--- config.mk ---
export PLATFORM = sky130hd
export DESIGN_NAME = fuse_seq
export DESIGN_NICKNAME = d
export VERILOG_FILES = /design/src/rtl/fuse_seq_pkg.sv /design/src/rtl/fuse_phase_timer.sv /design/src/rtl/fuse_shadow_bank.sv /design/src/rtl/fuse_seq_ctrl.sv /design/src/rtl/fuse_seq.sv
export SDC_FILE = /design/constraint.sdc
export NUM_CORES = 1
export LEC_CHECK = 0
export ABC_AREA = 0
export CORE_ASPECT_RATIO = 1.25
export CORE_MARGIN = 8
export CORE_UTILIZATION = 58
export DETAILED_ROUTE_END_ITERATION = 8
export DONT_BUFFER_PORTS = 1
export GPL_ROUTABILITY_DRIVEN = 1
export HOLD_SLACK_MARGIN = 0.02
export PLACE_DENSITY = 0.76
export SLEW_MARGIN = 5
export SYNTH_ARGS = -nofsm -noshare
export SYNTH_HDL_FRONTEND = slang
export SYNTH_HIERARCHICAL = 1
export SYNTH_SLANG_ARGS = --single-unit
--- constraint.sdc ---
create_clock -name clk -period 3.9 [get_ports clk]
set_clock_uncertainty 0.15 [all_clocks]
set_input_delay 1.17 -clock clk [delete_from_list [all_inputs] [get_ports clk]]
set_output_delay 1.17 -clock clk [all_outputs]
set_load 0.03 [all_outputs]
--- src/rtl/fuse_seq_pkg.sv ---
package fuse_seq_pkg;

  typedef enum logic [2:0] {
    ST_IDLE,
    ST_SETUP,
    ST_RLX_A,
    ST_PULSE,
    ST_RLX_B,
    ST_FINISH
  } seq_state_e;

  // A count field of N means N+1 cycles.
  function automatic int unsigned span_cycles(input int unsigned field);
    return field + 32'd1;
  endfunction

  // Net pulse: strobe window minus two relax intervals, at least one cycle.
  function automatic int unsigned pulse_cycles(input int unsigned strobe,
                                               input int unsigned relax);
    int unsigned win;
    int unsigned frame;
    win   = strobe + 32'd1;
    frame = 32'd2 * (relax + 32'd1);
    return (win > frame) ? (win - frame) : 32'd1;
  endfunction

endpackage

--- src/rtl/fuse_phase_timer.sv ---
module fuse_phase_timer #(
  parameter int CW = 10
) (
  input  logic          clk,
  input  logic          rst_n,
  input  logic          ld,
  input  logic [CW-1:0] ld_len,
  output logic          last
);

  localparam logic [CW-1:0] ONE = CW'(1);

  logic [CW-1:0] cnt_q;

  always_ff @(posedge clk or negedge rst_n) begin
    if (!rst_n) begin
      cnt_q <= '0;
    end else if (ld) begin
      cnt_q <= ld_len - ONE;
    end else if (cnt_q != '0) begin
      cnt_q <= cnt_q - ONE;
    end
  end

  assign last = (cnt_q == '0);

  // a phase is never loaded with zero length
  a_r5_len_nonzero: assert property (@(posedge clk) disable iff (!rst_n)
    ld |-> (ld_len != '0));

endmodule

--- src/rtl/fuse_shadow_bank.sv ---
module fuse_shadow_bank #(
  parameter int WORDS = 8,
  parameter int DW    = 32,
  localparam int AW   = (WORDS > 1) ? $clog2(WORDS) : 1
) (
  input  logic          clk,
  input  logic          rst_n,
  input  logic          we,
  input  logic          or_mode,
  input  logic [AW-1:0] wr_idx,
  input  logic [DW-1:0] wr_data,
  input  logic [AW-1:0] rd_idx,
  output logic [DW-1:0] rd_data
);

  logic [DW-1:0] words [WORDS];

  for (genvar g = 0; g < WORDS; g++) begin : g_word
    logic [DW-1:0] word_q;
    logic          hit;
    assign hit = we && (wr_idx == AW'(g));
    always_ff @(posedge clk or negedge rst_n) begin
      if (!rst_n) begin
        word_q <= '0;
      end else if (hit) begin
        word_q <= or_mode ? (word_q | wr_data) : wr_data;
      end
    end
    assign words[g] = word_q;
  end

  assign rd_data = words[rd_idx];

  // after a merge write every data bit is present in the word
  a_r8_merge_keeps_bits: assert property (@(posedge clk) disable iff (!rst_n)
    (we && or_mode) |=> ((words[$past(wr_idx)] & $past(wr_data)) == $past(wr_data)));

endmodule

--- src/rtl/fuse_seq_ctrl.sv ---
module fuse_seq_ctrl
  import fuse_seq_pkg::*;
#(
  parameter int WORDS = 8,
  parameter int DW    = 32,
  parameter int TW    = 8,
  localparam int AW   = (WORDS > 1) ? $clog2(WORDS) : 1,
  localparam int CW   = TW + 2
) (
  input  logic             clk,
  input  logic             rst_n,
  input  logic [TW-1:0]    tim_wait,
  input  logic [TW-1:0]    tim_relax,
  input  logic [TW-1:0]    tim_strb_rd,
  input  logic [TW-1:0]    tim_strb_pg,
  input  logic             cmd_valid,
  input  logic             cmd_prog,
  input  logic [AW-1:0]    cmd_addr,
  input  logic [DW-1:0]    cmd_data,
  input  logic             err_clr,
  input  logic [WORDS-1:0] lock_mask,
  output logic             busy,
  output logic             error,
  output logic [AW-1:0]    fuse_addr,
  output logic             fuse_rden,
  output logic             fuse_pgm,
  output logic [DW-1:0]    fuse_wdata,
  input  logic [DW-1:0]    fuse_rdata,
  output logic             t_ld,
  output logic [CW-1:0]    t_len,
  input  logic             t_last,
  output logic             sh_we,
  output logic             sh_or,
  output logic [AW-1:0]    sh_idx,
  output logic [DW-1:0]    sh_wdata
);

  localparam logic [AW:0]   WORDS_W  = (AW+1)'(WORDS);
  localparam logic [AW-1:0] LAST_IDX = AW'(WORDS - 1);
  localparam logic [AW-1:0] ONE_IDX  = AW'(1);

  seq_state_e    state_q;
  logic          op_prog_q;
  logic [AW-1:0] cur_addr_q;
  logic [DW-1:0] op_data_q;
  logic [CW-1:0] lat_setup_q;
  logic [CW-1:0] lat_relax_q;
  logic [CW-1:0] lat_pulse_q;

  // Lengths computed from the live timing fields
  logic [CW-1:0] len_wait;
  logic [CW-1:0] len_relax;
  logic [CW-1:0] len_pulse_rd;
  logic [CW-1:0] len_pulse_pg;

  assign len_wait     = CW'(span_cycles(32'(tim_wait)));
  assign len_relax    = CW'(span_cycles(32'(tim_relax)));
  assign len_pulse_rd = CW'(pulse_cycles(32'(tim_strb_rd), 32'(tim_relax)));
  assign len_pulse_pg = CW'(pulse_cycles(32'(tim_strb_pg), 32'(tim_relax)));

  // Named events
  logic idle;
  logic addr_ok;
  logic prog_blocked;
  logic ev_accept;
  logic ev_lock_reject;
  logic ev_busy_drop;
  logic sweep_more;
  logic ev_capture;
  logic ev_commit;

  assign idle           = (state_q == ST_IDLE);
  assign addr_ok        = ({1'b0, cmd_addr} < WORDS_W);
  assign prog_blocked   = cmd_prog && (!addr_ok || lock_mask[cmd_addr]);
  assign ev_accept      = idle && cmd_valid && !prog_blocked;
  assign ev_lock_reject = idle && cmd_valid && prog_blocked;
  assign ev_busy_drop   = !idle && cmd_valid;
  assign sweep_more     = !op_prog_q && (cur_addr_q != LAST_IDX);
  assign ev_capture     = (state_q == ST_PULSE) && t_last && !op_prog_q;
  assign ev_commit      = (state_q == ST_FINISH) && op_prog_q;

  // Phase timer loading
  always_comb begin
    t_ld  = 1'b0;
    t_len = lat_relax_q;
    unique case (state_q)
      ST_IDLE: begin
        t_ld  = ev_accept;
        t_len = cmd_prog ? len_relax : len_wait;
      end
      ST_SETUP: begin
        t_ld  = t_last;
        t_len = lat_relax_q;
      end
      ST_RLX_A: begin
        t_ld  = t_last;
        t_len = lat_pulse_q;
      end
      ST_PULSE: begin
        t_ld  = t_last;
        t_len = lat_relax_q;
      end
      ST_RLX_B: begin
        t_ld  = 1'b0;
        t_len = lat_relax_q;
      end
      ST_FINISH: begin
        t_ld  = sweep_more;
        t_len = lat_setup_q;
      end
      default: begin
        t_ld  = 1'b0;
        t_len = lat_relax_q;
      end
    endcase
  end

  // Sequencer
  always_ff @(posedge clk or negedge rst_n) begin
    if (!rst_n) begin
      state_q     <= ST_IDLE;
      op_prog_q   <= 1'b0;
      cur_addr_q  <= '0;
      op_data_q   <= '0;
      lat_setup_q <= '0;
      lat_relax_q <= '0;
      lat_pulse_q <= '0;
    end else begin
      unique case (state_q)
        ST_IDLE: begin
          if (ev_accept) begin
            state_q     <= ST_SETUP;
            op_prog_q   <= cmd_prog;
            cur_addr_q  <= cmd_prog ? cmd_addr : '0;
            op_data_q   <= cmd_data;
            lat_setup_q <= cmd_prog ? len_relax : len_wait;
            lat_relax_q <= len_relax;
            lat_pulse_q <= cmd_prog ? len_pulse_pg : len_pulse_rd;
          end
        end
        ST_SETUP: if (t_last) state_q <= ST_RLX_A;
        ST_RLX_A: if (t_last) state_q <= ST_PULSE;
        ST_PULSE: if (t_last) state_q <= ST_RLX_B;
        ST_RLX_B: if (t_last) state_q <= ST_FINISH;
        ST_FINISH: begin
          if (sweep_more) begin
            cur_addr_q <= cur_addr_q + ONE_IDX;
            state_q    <= ST_SETUP;
          end else begin
            state_q    <= ST_IDLE;
          end
        end
        default: state_q <= ST_IDLE;
      endcase
    end
  end

  // Sticky error, a new event wins over the clear
  always_ff @(posedge clk or negedge rst_n) begin
    if (!rst_n) begin
      error <= 1'b0;
    end else if (ev_busy_drop || ev_lock_reject) begin
      error <= 1'b1;
    end else if (err_clr) begin
      error <= 1'b0;
    end
  end

  assign busy       = !idle;
  assign fuse_addr  = cur_addr_q;
  assign fuse_rden  = (state_q == ST_PULSE) && !op_prog_q;
  assign fuse_pgm   = (state_q == ST_PULSE) && op_prog_q;
  assign fuse_wdata = op_prog_q ? op_data_q : '0;

  assign sh_we    = ev_capture || ev_commit;
  assign sh_or    = op_prog_q;
  assign sh_idx   = cur_addr_q;
  assign sh_wdata = op_prog_q ? op_data_q : fuse_rdata;

  // a blocked program leaves the sequencer idle with error set
  a_r9_lock_reject: assert property (@(posedge clk) disable iff (!rst_n)
    (!busy && cmd_valid && cmd_prog && lock_mask[cmd_addr]) |=> (!busy && error));

  // a command while busy sets error
  a_r10_busy_drop: assert property (@(posedge clk) disable iff (!rst_n)
    (busy && cmd_valid) |=> error);

  // error holds without a clear
  a_r11_sticky: assert property (@(posedge clk) disable iff (!rst_n)
    (error && !err_clr) |=> error);

  // a clear with no competing command drops error
  a_r11_clear: assert property (@(posedge clk) disable iff (!rst_n)
    (err_clr && !cmd_valid) |=> !error);

  // busy only falls out of the finishing cycle
  a_r6_busy_hold: assert property (@(posedge clk) disable iff (!rst_n)
    (busy && (state_q != ST_FINISH)) |=> busy);

  // address steady across a sense pulse
  a_r7_addr_hold: assert property (@(posedge clk) disable iff (!rst_n)
    fuse_rden |=> (!fuse_rden || $stable(fuse_addr)));

  // data steady across a program pulse
  a_r4_wdata_hold: assert property (@(posedge clk) disable iff (!rst_n)
    fuse_pgm |=> (!fuse_pgm || ($stable(fuse_wdata) && $stable(fuse_addr))));

endmodule

--- src/rtl/fuse_seq.sv ---
module fuse_seq #(
  parameter int WORDS = 8,
  parameter int DW    = 32,
  parameter int TW    = 8,
  localparam int AW   = (WORDS > 1) ? $clog2(WORDS) : 1,
  localparam int CW   = TW + 2
) (
  input  logic             clk,
  input  logic             rst_n,
  input  logic [TW-1:0]    tim_wait,
  input  logic [TW-1:0]    tim_relax,
  input  logic [TW-1:0]    tim_strb_rd,
  input  logic [TW-1:0]    tim_strb_pg,
  input  logic             cmd_valid,
  input  logic             cmd_prog,
  input  logic [AW-1:0]    cmd_addr,
  input  logic [DW-1:0]    cmd_data,
  input  logic             err_clr,
  input  logic [WORDS-1:0] lock_mask,
  output logic             busy,
  output logic             error,
  input  logic [AW-1:0]    shd_raddr,
  output logic [DW-1:0]    shd_rdata,
  output logic [AW-1:0]    fuse_addr,
  output logic             fuse_rden,
  output logic             fuse_pgm,
  output logic [DW-1:0]    fuse_wdata,
  input  logic [DW-1:0]    fuse_rdata
);

  logic          t_ld;
  logic [CW-1:0] t_len;
  logic          t_last;
  logic          sh_we;
  logic          sh_or;
  logic [AW-1:0] sh_idx;
  logic [DW-1:0] sh_wdata;

  fuse_seq_ctrl #(.WORDS(WORDS), .DW(DW), .TW(TW)) ctrl_i (
    .clk        (clk),
    .rst_n      (rst_n),
    .tim_wait   (tim_wait),
    .tim_relax  (tim_relax),
    .tim_strb_rd(tim_strb_rd),
    .tim_strb_pg(tim_strb_pg),
    .cmd_valid  (cmd_valid),
    .cmd_prog   (cmd_prog),
    .cmd_addr   (cmd_addr),
    .cmd_data   (cmd_data),
    .err_clr    (err_clr),
    .lock_mask  (lock_mask),
    .busy       (busy),
    .error      (error),
    .fuse_addr  (fuse_addr),
    .fuse_rden  (fuse_rden),
    .fuse_pgm   (fuse_pgm),
    .fuse_wdata (fuse_wdata),
    .fuse_rdata (fuse_rdata),
    .t_ld       (t_ld),
    .t_len      (t_len),
    .t_last     (t_last),
    .sh_we      (sh_we),
    .sh_or      (sh_or),
    .sh_idx     (sh_idx),
    .sh_wdata   (sh_wdata)
  );

  fuse_phase_timer #(.CW(CW)) timer_i (
    .clk   (clk),
    .rst_n (rst_n),
    .ld    (t_ld),
    .ld_len(t_len),
    .last  (t_last)
  );

  fuse_shadow_bank #(.WORDS(WORDS), .DW(DW)) bank_i (
    .clk    (clk),
    .rst_n  (rst_n),
    .we     (sh_we),
    .or_mode(sh_or),
    .wr_idx (sh_idx),
    .wr_data(sh_wdata),
    .rd_idx (shd_raddr),
    .rd_data(shd_rdata)
  );

endmodule

After elaboration in Yosys (flattened, before gate mapping) --
Index checks and enable logic that the tools add are counted. Widths: inputs -> output; s select.
Storage, ports and cells: RAM bits 0, input port bits 115, ROM bits 0, bits in latches 0, memories 0, output and inout bits 71, word-level logic and storage cells 129, flip-flop bits (word level) 336
Cells by class: $add $sub $neg 9, div/mod/pow operators 0, eq/ne operators 19, bitwise gates (word level) 9, multiply operators 0, magnitude comparators 4, multiplexer cells 36, reductions and logical operators 35, shift operators 0
Operator list (count):
- $mux 32 | 12
- $or 32x32->32 | 8
- $bmux 32 s3 | 1
- $gt 32x32->1 | 2
- $mux 10 | 6
- $add 8x1->9 const B | 4
- $pmux 10 s3 | 1
- $mux 3 | 8
- $sub 10x1->10 const B | 2
- $sub 10x10->10 | 2
- $logic_and 1x1->1 | 19
- $eq 3x3->1 const B | 6
- $pmux 3 s6 | 1
- $eq 3x2->1 const B | 4
- $logic_not 10->1 | 1
- $ne 2x1->1 const B | 5
- $reduce_bool 10->1 | 1
- $eq 3x1->1 const B | 2
- $logic_not 3->1 | 2
- $pmux 3 s2 | 1
- $reduce_bool 2->1 | 3
- $reduce_and 5->1 | 1
- $ge 4x4->1 const B | 1
- $lt 3x4->1 const B | 1
- 12 further kinds | 18

Longest topological paths before layout --
Gate-level depths: netlist of run 1.
depth in word-level cells 7, mapped depth 13, gate-level depth less buffers 12

By module --
Netlist of run 1, hierarchy kept.
Modules (own cells, without submodules):
- fuse_shadow_bank | sequential area each 6406.1 um^2, times used 1, cells an instance 730, area each 11250.8 um^2
- fuse_seq_ctrl | sequential area each 1701.6 um^2, times used 1, cells an instance 533, area each 5182.5 um^2
- fuse_phase_timer | sequential area each 250.2 um^2, times used 1, cells an instance 76, area each 743.2 um^2

Worst setup path before layout of run 1 --
Ideal clock, no wire load.
kind input -> register, start point in cmd_addr[1], end point reg timer_i.cnt_q[8], library setup time 0.087 ns, data arrival time 4.095 ns, cell stages on the path 11, buffers on the path 2, path slack -0.432 ns, required time 3.663 ns, cell sequence mux4_2 a211oi_4 a21oi_1 o21ai_0 buf_2 buf_1 mux2i_1 ha_1 a21bo_1 or4_1 o211ai_1
Between the ends: longest elaborated chain between the ends 7, elaborated cells between the ends (all ways) 8, those cells by class mux: 4; reduce/logical: 4
Ends and longest elaborated chain:
- start: declaration | line fuse_seq.sv:16 | input logic [AW-1:0] cmd_addr,
- $bmux 1 s3 * | line fuse_seq_ctrl.sv:74 | assign prog_blocked = cmd_prog && (!addr_ok || lock_mask[cmd_addr]);
- $mux 1 (implied by the code) * | line fuse_seq_ctrl.sv:74
- $logic_and 1x1->1 * | line fuse_seq_ctrl.sv:74
- $logic_not 1->1 * | line fuse_seq_ctrl.sv:75 | assign ev_accept = idle && cmd_valid && !prog_blocked;
- $logic_and 1x1->1 * | line fuse_seq_ctrl.sv:75
- $pmux 1 s3 * | line fuse_seq_ctrl.sv:86 | unique case (state_q)
- via t_ld | line fuse_seq.sv:31 | logic t_ld;
- $mux 10 or $reduce_bool 2->1 (tied branches)
- end signal: assignment | line fuse_phase_timer.sv:19 | cnt_q <= ld_len - ONE;
- end signal: assignment | line fuse_phase_timer.sv:21 | cnt_q <= cnt_q - ONE;
- end: declaration | line fuse_phase_timer.sv:13 | logic [CW-1:0] cnt_q;
Mark *: on every way through the listed nets, which the timed path passes. The rest lies on a longest branch. The select of a mux whose other input is x is not followed. A chain may end at the register's enable or synchronous reset.

Worst setup path after layout of run 1 --
start point in shd_raddr[0], end point out shd_rdata[19]
Between the ends: longest elaborated chain between the ends 4
Ends and longest elaborated chain:
- start: declaration | line fuse_seq.sv:22 | input logic [AW-1:0] shd_raddr,
- $not 3->4 (implied by the code) | line fuse_shadow_bank.sv:32 | assign rd_data = words[rd_idx];
- $bmux 32 s3 | line fuse_shadow_bank.sv:32
- $mux 32 (implied by the code) (2 in a row) | line fuse_shadow_bank.sv:32
- end: declaration | line fuse_seq.sv:23 | output logic [DW-1:0] shd_rdata,
No other way between the ends. The select of a mux whose other input is x is not followed.

==> results of run 1 <==
[metrics by stage]
| stage | std cells | utilization [%] |
|---|---|---|
| 5_1_grt | 1713 | 63.8 |
| 6_report | 1713 | 63.8 |
| 3_5_place_dp | 1651 | 59.8 |
| 2_1_floorplan | 1339 | - |
| 4_1_cts | 1712 | 63.8 |
| 3_3_place_gp | 1651 | 59.8 |
[cells in the mapped netlist, drive strengths merged (4+ instances only)]
library cell and instances:
dfrtp 334, inv 15, nor2b 6, o21a 9, o221ai 4, or3 5, nor3 13, and2 33
and3 7, o211ai 8, a211o 7, and4 4, buf 95, nor3b 4, o21ai 33, xnor2 21
mux2i 14, nand4 7, ha 24, or4 6, a32oi 4, nand2 53, a211oi 8, a21oi 21
a21o 8, a22o 259, xor2 18, nor2 27, clkbuf 43, o31ai 4, mux4 66, nand2b 12
mux2 106, nand3 18
[state kept, by name (all words and copies together) (netlist names), 3 cells and up]
name                  count
ctrl_i/lat_pulse_q       10
ctrl_i/state_q            3
bank_i/g_word.word_q    256
ctrl_i/lat_relax_q        9
ctrl_i/fuse_addr          3
ctrl_i/lat_setup_q        9
ctrl_i/op_data_q         32
timer_i/cnt_q            10
[routing by layer]
layer	GRT usage [%]	up-vias
met5	0	-
met4	9.45	2
met3	4.62	96
met2	42.6	545
met1	33.4	6140
li1	-	5054
[area by class of cell]
type	count	area [um^2]	area share (%)
tap	396	495	2.66
antenna	1	2.50	0.0134
timing repair buffer	54	443	2.37
multi-input combinational	851	8140	43.6
clock buffer	45	963	5.16
clock inverter	16	196	1.05
inverter	16	60.1	0.322
sequential	334	8360	44.8
[logic make-up (layout without fill, tap and decap cells)]
family | after synthesis | in the layout | synth area share [%]
xor gates and xnor gates | 39 | 39 | 1.99
DFF | 334 | 334 | 48.7
and+or+nand+nor | 215 | 215 | 7.19
AOI/OAI and AO/OA | 385 | 385 | 18.2
adders and majority gates | 26 | 26 | 1.98
other | 0 | 1 | 0
muxes | 186 | 186 | 17.7
buffers and inverters | 154 | 131 | 4.28
[power by group]
part           switching, W  leakage [nW]  internal (W)  total [W]
Sequential         0.000308          4.56       0.00386    0.00416
Clock               0.00141         0.578       0.00197    0.00338
Combinational       0.00159          3.59       0.00108    0.00266
Total               0.00331          8.73       0.00690     0.0102
[final timing paths]
kind,endpoint,from
worst max-delay path,shd_rdata[19],shd_raddr[0]
worst min-delay path,bank_i/g_word[7].word_q[9]$_DFFE_PN0P_,rst_n
worst max register to register,timer_i/cnt_q[7]$_DFFE_PN0P_,timer_i/cnt_q[5]$_DFFE_PN0P_
worst min register to register,ctrl_i/lat_setup_q[2]$_DFFE_PN0P_,ctrl_i/lat_setup_q[2]$_DFFE_PN0P_
max in group asynchronous,ctrl_i/sh_or$_DFFE_PN0P_,rst_n
min in group clk,ctrl_i/lat_setup_q[2]$_DFFE_PN0P_,ctrl_i/lat_setup_q[2]$_DFFE_PN0P_
==> impl_metrics.env, run 1 <==
export IMPL_status="complete, no violations"
export IMPL_dr_wl_met3_um=3450
export IMPL_cp_depth=2
export IMPL_syn_area_per_cell_um2=12.8
export IMPL_fp_row_count=70
export IMPL_slew_headroom_pct=45.5
export IMPL_startpoint_type="primary input"
export IMPL_grt_use_total_pct=25.7
export IMPL_p_per_area_nw_per_um2=547
export IMPL_cpPeakStageDelay_ns=0.59
export IMPL_first_pass_iters=5
export IMPL_synth_cell_type_count=72
export IMPL_end_kind="primary output"
export IMPL_drtAntennaViolNets=0
export IMPL_wirelength_met1_um=18400
export IMPL_yosysTopAreaCellShare_pct=48.7
export IMPL_wl_um=46200
export IMPL_antenna_found_initial=2
export IMPL_arrival_ns=2.17
export IMPL_slew_viol_final=0
export IMPL_synth_area_leader_cell="dfrtp_1"
export IMPL_placed_cell_area_um2=17500
export IMPL_async_flop_share_pct=100
export IMPL_drive_gt1_share_pct=19.5
export IMPL_yosysWarnings=6
export IMPL_via_count=11800
export IMPL_period_needed_ns=3.49
export IMPL_layout_commonest_cell="dfrtp_1"
export IMPL_final_cell_mix="333 x dfrtp_1, 259 x a22o_1, 82 x mux2_2, 51 x buf_4, 51 x nand2_1"
export IMPL_critPathKind="in -> out"
export IMPL_finalHoldWorstSlack_ns=0.215
export IMPL_pin_count=186
export IMPL_dp_hpwl_um=28900
export IMPL_cts_resized=0
export IMPL_wl_met2_um=23000
export IMPL_postCtsSetupBuffers=0
export IMPL_p_leak_nw=8.73
export IMPL_grt_pass1_vias=12400
export IMPL_finalHoldViolCount=0
export IMPL_fin_ws_ns=0.405
export IMPL_fillCellCount=2209
export IMPL_ys_flop_type="dfrtp_1"
export IMPL_port_buffers=0
export IMPL_cp_slowest_cell="mux4_1"
export IMPL_drt_iter0_drc=1083
export IMPL_wire_per_inst_um=27.0
export IMPL_grt_max_degree=335
export IMPL_cts_buffer_depth=3
export IMPL_min_period_over_period_pct=89.6
export IMPL_die_w_um=170
export IMPL_core_area_um2=29300
export IMPL_die_y_um=208
export IMPL_clk_pin_slew_ns=0.05
export IMPL_cp_top_family="multiplexers"
export IMPL_cts_made_buffers=35
export IMPL_fmax_ghz=0.286
export IMPL_syn_nets=1480
export IMPL_dp_slack_ns=-0.0181
export IMPL_hp_class="in -> async"
export IMPL_hold_buffers=0
export IMPL_tns_ns=0
export IMPL_syn_instance_count=1339
export IMPL_setup_violations=0
export IMPL_remaining_drc_errors=0
export IMPL_gp_congestion=0.926
export IMPL_cap_violations=0
export IMPL_grt_first_pass_wirelength_um=71800
export IMPL_overflow=0
export IMPL_cts_max_level=2
export IMPL_die_area_um2=35400
export IMPL_insertion_delay_ns=0.52
export IMPL_finalPower_w=0.0102
export IMPL_rsz0062_at_grt="no"
export IMPL_clockRootBuffer="clkbuf_16"
export IMPL_synth_area_top_cells="dfrtp_1 49%, a22o_1 13%, mux4_1 6.1%"
export IMPL_final_cell_area_um2=18700
export IMPL_viasPerCell=6.91
export IMPL_critPathMaxFanout=64
export IMPL_clkSinkCount=334
export IMPL_reg2reg_slack_ns=0.43
export IMPL_start_util_pct=58.7
export IMPL_netlist_area_um2=17200
export IMPL_ys_seq_elements=334
export IMPL_reg2reg_depth=8
export IMPL_worstPathCellList="mux4_1 -> mux2_2"
export IMPL_synth_edf_count=0
export IMPL_layout_area_overhead_vs_synth_pct=8.65
export IMPL_cts_tree="built"
export IMPL_top_signal_layer_used="met5"
export IMPL_fin_nets=1433
export IMPL_tightest_slew_ns=0.814
export IMPL_yosysSeqAreaShare_pct=48.7
export IMPL_required_ns=2.58
export IMPL_crit_buf_inv=0
export IMPL_ir_drop_mv=0.581
(Power assumes the default switching activity.)
==> run 2, diff against run 1 <==
==> constraint.sdc (replaced) <==
create_clock -name clk -period 3.9 [get_ports clk]
set_clock_uncertainty 0.15 [all_clocks]
set_input_delay 0.585 -clock clk [delete_from_list [all_inputs] [get_ports clk]]
set_output_delay 0.585 -clock clk [all_outputs]
set_load 0.03 [all_outputs]
==> impl_metrics.env, run 2 (same netlist as run 1, synthesis figures left out) <==
export IMPL_startpoint_type="flop"
export IMPL_fp_row_count=70
export IMPL_gp_congestion=0.879
export IMPL_layout_commonest_cell="dfrtp_1"
export IMPL_grt_max_degree=335
export IMPL_critPathLaunch="ctrl_i/state_q[2]$_DFFE_PN0P_"
export IMPL_required_ns=4.15
export IMPL_hp_class="in -> async"
export IMPL_pin_count=186
export IMPL_fmax_ghz=0.277
export IMPL_status="finished with violations"
export IMPL_slew_viol_final=0
export IMPL_largest_reg_flops=256
export IMPL_dp_hpwl_um=28500
export IMPL_core_area_um2=29300
export IMPL_period_needed_ns=3.61
export IMPL_final_cell_mix="333 x dfrtp_1, 259 x a22o_1, 82 x mux2_2, 51 x nand2_1, 46 x buf_4"
export IMPL_regMostFlops="bank_i/g_word.word_q"
export IMPL_p_per_area_nw_per_um2=551
export IMPL_overflow=0
export IMPL_cts_max_level=2
export IMPL_wl_um=45600
export IMPL_wire_per_inst_um=26.7
export IMPL_tightest_slew_ns=0.872
export IMPL_critPathKind="reg -> reg"
export IMPL_setup_violations=0
export IMPL_fin_ws_ns=0.289
export IMPL_grt_use_total_pct=25.8
export IMPL_slew_headroom_pct=41.7
export IMPL_clk_pin_slew_ns=0.06
export IMPL_r2r_start="ctrl_i/state_q[2]$_DFFE_PN0P_"
export IMPL_via_count=11700
export IMPL_finalHoldViolCount=334
export IMPL_remaining_drc_errors=0
export IMPL_cts_made_buffers=35
export IMPL_clockRootBuffer="clkbuf_16"
export IMPL_layout_area_overhead_vs_synth_pct=8.25
export IMPL_cts_tree="built"
export IMPL_arrival_ns=3.86
export IMPL_ir_drop_mv=0.419
export IMPL_grt_first_pass_wirelength_um=71900
export IMPL_die_w_um=170
export IMPL_violations="hold timing"
export IMPL_regArea_um2=8360
export IMPL_min_period_over_period_pct=92.6
export IMPL_insertion_delay_ns=0.52
export IMPL_reg_largest_list="bank_i/g_word.word_q: 256 flops, ctrl_i/op_data_q: 32 flops"
export IMPL_grt_pass1_vias=12300
export IMPL_multi_input_area_um2=8120
export IMPL_viasPerCell=6.88
export IMPL_fillCellCount=2252
export IMPL_fin_nets=1426
export IMPL_die_y_um=208
export IMPL_drtAntennaViolNets=0
export IMPL_drt_iter0_drc=1010
export IMPL_first_pass_iters=7
export IMPL_cts_buffer_depth=3
export IMPL_p_leak_nw=8.69
export IMPL_start_util_pct=58.7
export IMPL_clkSinkCount=334
export IMPL_cap_violations=0
export IMPL_dp_slack_ns=0.140
export IMPL_rsz0062_at_grt="no"
export IMPL_finalHoldWorstSlack_ns=-0.381
export IMPL_die_area_um2=35400
export IMPL_critPathMaxFanout=14
export IMPL_tns_ns=0
export IMPL_end_kind="flop"
export IMPL_antenna_found_initial=0
export IMPL_drive_gt1_share_pct=18.7
export IMPL_port_buffers=0
==> run 2: cell count changes in the layout (fill, tap and decap cells not counted), sizes merged <==
cell    delta
buf        -7
bufinv     +1
clkbuf     +3
clkinv     -5
inv        +1
==> run 2: power breakdown <==
group / switching (W) / internal [W] / total (W) / leakage (nW)
Combinational: 0.00158 / 0.00104 / 0.00262 / 3.54
Clock: 0.00140 / 0.00207 / 0.00347 / 0.588
Sequential: 0.000310 / 0.00386 / 0.00417 / 4.56
==> run 2: cell type report <==
class                   count  share of cell area (%)
diodes                      1                  0.0135
clock buffers              48                    5.35
clock inverters            13                    1.07
inverters                  16                   0.323
multi-input cells         851                    43.7
flip-flops and latches    334                    45.0
well taps                 396                    2.66
repair buffers             47                    1.96
==> run 2: path summary, 6_finish.rpt <==
path / to / slack (ns) / cells after the start
max in group asynchronous: ctrl_i/op_data_q[29]$_DFFE_PN0P_ / 3.48 / 0
max: timer_i/cnt_q[7]$_DFFE_PN0P_ / 0.29 / 10
min: ctrl_i/op_data_q[9]$_DFFE_PN0P_ / -0.38 / 0
min in group clk: ctrl_i/lat_relax_q[0]$_DFFE_PN0P_ / 0.03 / 1
max reg2reg: timer_i/cnt_q[7]$_DFFE_PN0P_ / 0.29 / 10
min reg2reg: ctrl_i/lat_setup_q[5]$_DFFE_PN0P_ / 0.33 / 1
==> run 2: timing repair <==
action	4_1_cts	5_1_grt
gates resized for setup	0	0
hold endpoints to repair	334	334
buffers inserted	0	0
==> run 2: per-layer routing <==
metal	part of all wire, %	wire length (um)	GRT usage (%)
met5	0	0	0
met4	3.4	1550	9.24
met3	8.2	3750	5.65
met2	49	22400	42.8
met1	39	17900	32.9
==> run 2: through the flow <==
| stage | total power [W] | util (%) | std cells | area, um^2 |
|---|---|---|---|---|
| after floorplan | 0.00628 | - | 1339 | 17200 |
| after global placement | 0.00675 | 59.5 | 1644 | 17400 |
| after detailed placement | 0.00681 | 59.5 | 1644 | 17400 |
| after CTS | 0.0103 | 63.6 | 1705 | 18600 |
| after global routing | 0.0107 | 63.6 | 1705 | 18600 |
| final | 0.0103 | 63.6 | 1706 | 18600 |
==> run 2: critical path, stage by stage, from the launching register on <==
cell,delay (ns)
dfrtp_1,0.59
nor3_1,0.17
inv_1,0.16
a211oi_4,0.05
a21oi_1,0.47
o21ai_1,0.23
buf_4,0.23
or4_4,0.55
a222oi_1,0.53
xor2_1,0.13
a22o_1,0.23
